### src/rtl/spi_timed_master.sv
module spi_timed_master #(
  parameter int unsigned HALF_SCLK      = 4,
  parameter int unsigned CS_LEAD        = 3,
  parameter int unsigned CS_LAG         = 3,
  parameter int unsigned RD_WAIT        = 40,
  parameter int unsigned RD_WAIT_MOTION = 60,
  parameter int unsigned WR_GAP         = 40,
  parameter int unsigned RD_GAP         = 2,
  parameter int unsigned CS_HIGH        = 8,
  parameter logic [6:0]  MOTION_ADDR_A  = 7'h02,
  parameter logic [6:0]  MOTION_ADDR_B  = 7'h50
) (
  input  logic       clk,
  input  logic       rst_n,
  input  logic       cmd_valid,
  output logic       cmd_ready,
  input  logic       cmd_write,
  input  logic [6:0] cmd_addr,
  input  logic [7:0] cmd_wdata,
  output logic [7:0] rd_data,
  output logic       rd_done,
  output logic       spi_ncs,
  output logic       spi_sclk,
  output logic       spi_mosi,
  input  logic       spi_miso
);

  localparam int unsigned GAP_WR = (WR_GAP > CS_HIGH) ? WR_GAP : CS_HIGH;
  localparam int unsigned GAP_RD = (RD_GAP > CS_HIGH) ? RD_GAP : CS_HIGH;
  localparam int unsigned MAX_A  = (GAP_WR > GAP_RD) ? GAP_WR : GAP_RD;
  localparam int unsigned MAX_B  = (RD_WAIT > RD_WAIT_MOTION) ? RD_WAIT : RD_WAIT_MOTION;
  localparam int unsigned MAX_C  = (HALF_SCLK > CS_LEAD) ? HALF_SCLK : CS_LEAD;
  localparam int unsigned MAX_D  = (MAX_C > CS_LAG) ? MAX_C : CS_LAG;
  localparam int unsigned MAX_E  = (MAX_A > MAX_B) ? MAX_A : MAX_B;
  localparam int unsigned MAXT   = (MAX_E > MAX_D) ? MAX_E : MAX_D;
  localparam int unsigned CW     = $clog2(MAXT + 1);

  typedef enum logic [2:0] {S_IDLE, S_LEAD, S_SHIFT, S_WAIT, S_LAG} state_t;

  state_t         st;
  logic [CW-1:0]  cnt;
  logic [CW-1:0]  gap;
  logic [15:0]    tx;
  logic [7:0]     rx;
  logic [3:0]     nbit;
  logic           is_write;
  logic           motion;

  assign cmd_ready = (st == S_IDLE) && (gap == '0);

  always_ff @(posedge clk or negedge rst_n) begin
    if (!rst_n) begin
      st       <= S_IDLE;
      cnt      <= '0;
      gap      <= '0;
      tx       <= '0;
      rx       <= '0;
      nbit     <= '0;
      is_write <= 1'b0;
      motion   <= 1'b0;
      rd_data  <= '0;
      rd_done  <= 1'b0;
      spi_ncs  <= 1'b1;
      spi_sclk <= 1'b1;
      spi_mosi <= 1'b0;
    end else begin
      rd_done <= 1'b0;
      case (st)
        S_IDLE: begin
          if (gap != '0) begin
            gap <= gap - 1'b1;
          end else if (cmd_valid) begin
            tx       <= {cmd_write, cmd_addr, cmd_write ? cmd_wdata : 8'h00};
            is_write <= cmd_write;
            motion   <= (cmd_addr == MOTION_ADDR_A) || (cmd_addr == MOTION_ADDR_B);
            spi_ncs  <= 1'b0;
            cnt      <= CW'(CS_LEAD - 1);
            st       <= S_LEAD;
          end
        end
        S_LEAD: begin
          if (cnt != '0) begin
            cnt <= cnt - 1'b1;
          end else begin
            spi_sclk <= 1'b0;
            spi_mosi <= tx[15];
            tx       <= {tx[14:0], 1'b0};
            nbit     <= '0;
            cnt      <= CW'(HALF_SCLK - 1);
            st       <= S_SHIFT;
          end
        end
        S_SHIFT: begin
          if (cnt != '0) begin
            cnt <= cnt - 1'b1;
          end else if (!spi_sclk) begin
            spi_sclk <= 1'b1;
            rx       <= {rx[6:0], spi_miso};
            nbit     <= nbit + 1'b1;
            if (nbit == 4'd7 && !is_write) begin
              cnt <= motion ? CW'(RD_WAIT_MOTION - 1) : CW'(RD_WAIT - 1);
              st  <= S_WAIT;
            end else if (nbit == 4'd15) begin
              cnt <= CW'(CS_LAG - 1);
              st  <= S_LAG;
            end else begin
              cnt <= CW'(HALF_SCLK - 1);
            end
          end else begin
            spi_sclk <= 1'b0;
            spi_mosi <= tx[15];
            tx       <= {tx[14:0], 1'b0};
            cnt      <= CW'(HALF_SCLK - 1);
          end
        end
        S_WAIT: begin
          if (cnt != '0) begin
            cnt <= cnt - 1'b1;
          end else begin
            spi_sclk <= 1'b0;
            spi_mosi <= tx[15];
            tx       <= {tx[14:0], 1'b0};
            cnt      <= CW'(HALF_SCLK - 1);
            st       <= S_SHIFT;
          end
        end
        S_LAG: begin
          if (cnt != '0) begin
            cnt <= cnt - 1'b1;
          end else begin
            spi_ncs <= 1'b1;
            rd_done <= 1'b1;
            if (!is_write) rd_data <= rx;
            gap     <= is_write ? CW'(GAP_WR - 1) : CW'(GAP_RD - 1);
            st      <= S_IDLE;
          end
        end
        default: st <= S_IDLE;
      endcase
    end
  end

  logic [CW-1:0] hi_cnt;
  always_ff @(posedge clk or negedge rst_n) begin
    if (!rst_n)                 hi_cnt <= CW'(CS_HIGH);
    else if (!spi_ncs)          hi_cnt <= '0;
    else if (hi_cnt != CW'(MAXT)) hi_cnt <= hi_cnt + 1'b1;
  end

  p_sclk_idle_r11: assert property (@(posedge clk) disable iff (!rst_n)
    spi_ncs |-> spi_sclk);

  p_ready_idle_r11: assert property (@(posedge clk) disable iff (!rst_n)
    cmd_ready |-> spi_ncs);

  p_mosi_hold_r2: assert property (@(posedge clk) disable iff (!rst_n)
    spi_sclk |-> $stable(spi_mosi));

  p_done_edge_r10: assert property (@(posedge clk) disable iff (!rst_n)
    rd_done |-> $rose(spi_ncs));

  p_burst_exit_r9: assert property (@(posedge clk) disable iff (!rst_n)
    $fell(spi_ncs) |-> (hi_cnt >= CW'(CS_HIGH)));

endmodule

### config.mk
export PLATFORM = sky130hd
export DESIGN_NAME = spi_timed_master
export DESIGN_NICKNAME = d
export VERILOG_FILES = /design/src/rtl/spi_timed_master.sv
export SDC_FILE = /design/constraint.sdc
export NUM_CORES = 1
export LEC_CHECK = 0
export BUFFER_PORTS_ARGS = -buffer_cell sky130_fd_sc_hd__buf_2
export CELL_PAD_IN_SITES_DETAIL_PLACEMENT = 1
export CELL_PAD_IN_SITES_GLOBAL_PLACEMENT = 1
export CORE_ASPECT_RATIO = 1.1
export CORE_MARGIN = 10
export CORE_UTILIZATION = 32
export CTS_BUF_LIST = sky130_fd_sc_hd__clkbuf_4 sky130_fd_sc_hd__clkbuf_8
export DETAILED_ROUTE_END_ITERATION = 16
export PLACE_DENSITY_LB_ADDON = 0.1
export SYNTH_ARGS = -nofsm -noshare
export SYNTH_HDL_FRONTEND = slang
export SYNTH_SLANG_ARGS = --single-unit
### constraint.sdc
create_clock -name clk -period 2.78 [get_ports clk]
set_clock_uncertainty 0.05 [all_clocks]
set_input_delay 0.139 -clock clk [delete_from_list [all_inputs] [get_ports clk]]
set_output_delay 0.139 -clock clk [all_outputs]
set_load 0.02 [all_outputs]
==> flow_metrics.py <==
metrics = {
    "global_routing": {
        "grt_max_degree": 32,
        "grt_first_pass_wirelength_um": 13400,
        "track_usage_pct": 11.9,
        "grt_overflow": 0,
        "antenna_violations_before_repair": 0,
        "first_global_vias": 2590,
    },
    "logic_synthesis": {
        "yosysWarnings": 0,
        "synth-edff-count": 0,
        "synthesis.nets": 348,
        "ys_async_sr_fraction_pct": 100,
        "synth_sequential_area_ratio_pct": 45.9,
        "main_area_contributors_after_synthesis": "dfrtp_1 (44%), nand2_1 (8.9%), mux2_2 (5.8%)",
        "yosysTopAreaCell": "dfrtp_1",
        "most_common_cell_in_the_synthesized_netlist": "nand2_1",
        "ys_top_cells_by_count": "nand2_1 (74), dfrtp_1 (55), mux2_2 (16)",
        "synth.distinct_cells": 61,
        "avgSynthCellArea_um2": 9.61,
        "syn-instance-count": 324,
        "postSynth.topFlopCell": "dfrtp_1",
        "synth_area_um2": 3110,
        "synth_largest_type_area_fraction_pct": 44.2,
        "synth_seq_cells": 57,
    },
    "job": {
        "drv_cap": 0,
    },
    "cts": {
        "clockBufferDepth": 2,
        "clock_insertion_delay_worst_skew_ns": 0.34,
        "tritoncts": "yes",
        "cts-root-buf": "clkbuf_8",
        "cts_post_setup_buffers_inserted": 0,
        "cts_made_buffers": 9,
        "clk_transition_reported_paths_ns": 0.06,
        "cts-htree-levels": 3,
        "numClockSinks": 57,
    },
    "route": {
        "drt-vias-per-instance": 5.12,
        "drt.antenna.violating_nets": 0,
        "vias": 2486,
        "detailedRoute.firstPassIterationCount": 4,
        "drt_drc_violations_left": 0,
        "drt-wirelength-per-cell_um": 16.1,
        "drt_first_iter_violations": 99,
        "wirelength_um": 7830,
    },
    "die": {
        "fp.dieArea_um2": 14100,
        "fp.dieW_um": 114,
        "core_um2": 9440,
        "floorplan.io_pins": 33,
        "row_count": 37,
        "initial_utilization_pct": 33.0,
        "die_h_um": 123,
    },
    "setup_path": {
        "endpoint_kind": "flop",
        "critical_path_required_ns": 2.95,
        "worstSetupStartpointType": "flop",
        "data_arrival_time_of_the_critical_path_ns": 2.59,
        "critical_path_class": "flop to flop",
        "path_max_fanout": 16,
    },
    "layout": {
        "area_delta_synth_final_pct": 18.3,
        "multi_input_area_um2": 1560,
        "fillerInstances": 1116,
        "final_net_count": 388,
        "drive_gt1_share_pct": 27.4,
        "ant_cells": 0,
        "postLayoutCoreUtil_pct": 39.0,
        "layout.area.seq_um2": 1430,
    },
    "timing": {
        "post-route-min-period_ns": 2.42,
        "whs_ns": 0.0950,
        "maxClockFrequency_mhz": 414,
        "maxSlewViolCount": 0,
        "setup-tns-final_ns": 0,
        "timing.slew.headroom_pct": 53.0,
        "hold_viol_final": 0,
        "final_min_period_over_clock_period_pct": 87.0,
        "grt_setup_unrepaired": "no",
        "setup_viol_count_final": 0,
        "max_slew.worst_pin.slew_ns": 0.696,
    },
    "hold_path": {
        "hold_path.class": "input pin to flop",
    },
    "power": {
        "static-leakage-power_nw": 1.79,
        "powerDensity_nw_per_um2": 875,
        "peakVddDrop_uv": 363,
        "report.power.total_mw": 3.23,
    },
    "place": {
        "dp_hpwl_um": 5750,
        "port_buffers": 32,
        "routability_congestion": 0.832,
    },
    "outcome": {
        "status": "completed",
    },
}
==> kinds of logic (layout without fill, tap and decap cells) <==
group | after synthesis | in the layout | share of synthesized area, %
AO/OA/AOI/OAI | 54 | 54 | 12.3
XOR/XNOR | 3 | 3 | 0.844
adder cells (fa/ha/maj) | 4 | 4 | 1.61
buffers and inverters | 27 | 72 | 4.06
flip-flops | 57 | 57 | 45.9
multiplexers | 29 | 29 | 11.6
AND/OR/NAND/NOR | 150 | 150 | 23.7
==> through the flow <==
step                      instances  area [um^2]  worst slack (ns)
after floorplan                 324         3110             0.621
after global placement          468         3420             0.392
after detailed placement        468         3420             0.373
after CTS                       486         3680             0.348
after global routing            486         3680             0.117
final                           486         3680             0.362
==> registers in the layout (all words and copies together), names as in the netlist <==
name	count
gap	6
is_write	1
cnt	6
rd_done	1
rx	8
spi_ncs	1
st	3
tx	16
rd_data	8
spi_sclk	1
motion	1
spi_mosi	1
nbit	4
==> routing by layer <==
metal	global-route usage (%)	routed length (um)
met1	15.6	3820
met2	18.2	3640
met3	3.25	274
met4	4.55	92
met5	0	0
==> power breakdown <==
part	internal, mW	leakage (nW)	switching, mW
registers	1.06	0.724	0.197
logic	0.494	0.943	0.529
clock network	0.615	0.126	0.334
total	2.17	1.79	1.06
==> critical path, stage by stage, from the launching register on <==
cell and delay (ns):
dfrtp_1 0.44, inv_1 0.08, ha_1 0.25, nand2b_1 0.21, or3_4 0.45, a21oi_4 0.15
buf_4 0.30, mux2_2 0.38
==> path summary, 6_finish.rpt <==
| kind | cells past startpoint | slack [ns] | start | to |
|---|---|---|---|---|
| min in group asynchronous | 2 | 0.34 | rst_n | st[0] |
| setup / recovery | 7 | 0.36 | cnt[0] | tx[15] |
| setup reg to reg | 7 | 0.36 | cnt[0] | tx[15] |
| hold / removal | 4 | 0.09 | cmd_addr[2] | tx[10] |
| max in group asynchronous | 3 | 1.67 | rst_n | rx[2] |
| hold reg to reg | 2 | 0.44 | rx[7] | rx[7] |
==> placed cells by master (no fill, tap or decap), drive strengths merged, types with 10 or more instances in the layout <==
cell type,count
clkbuf,10
nor3,14
buf,44
o21ai,12
a21oi,11
nand2,74
inv,10
nand3,11
nor2,16
mux2,26
dfrtp,55
==> cell type report <==
type	instances	share of cell area, %
multi-input combinational	240	42.3
sequential	57	38.8
timing repair buffer	46	7.33
tap	117	3.97
clock buffer	10	3.74
clock inverter	6	2.85
inverter	10	1.02
==> repair_timing <==
action                                  4_1_cts  5_1_grt
endpoints found under the setup margin        0        0
gates resized for setup                       0        0
hold endpoints to repair                     28        0
hold buffers                                  2        0
Power figures use the tool's default switching activity.
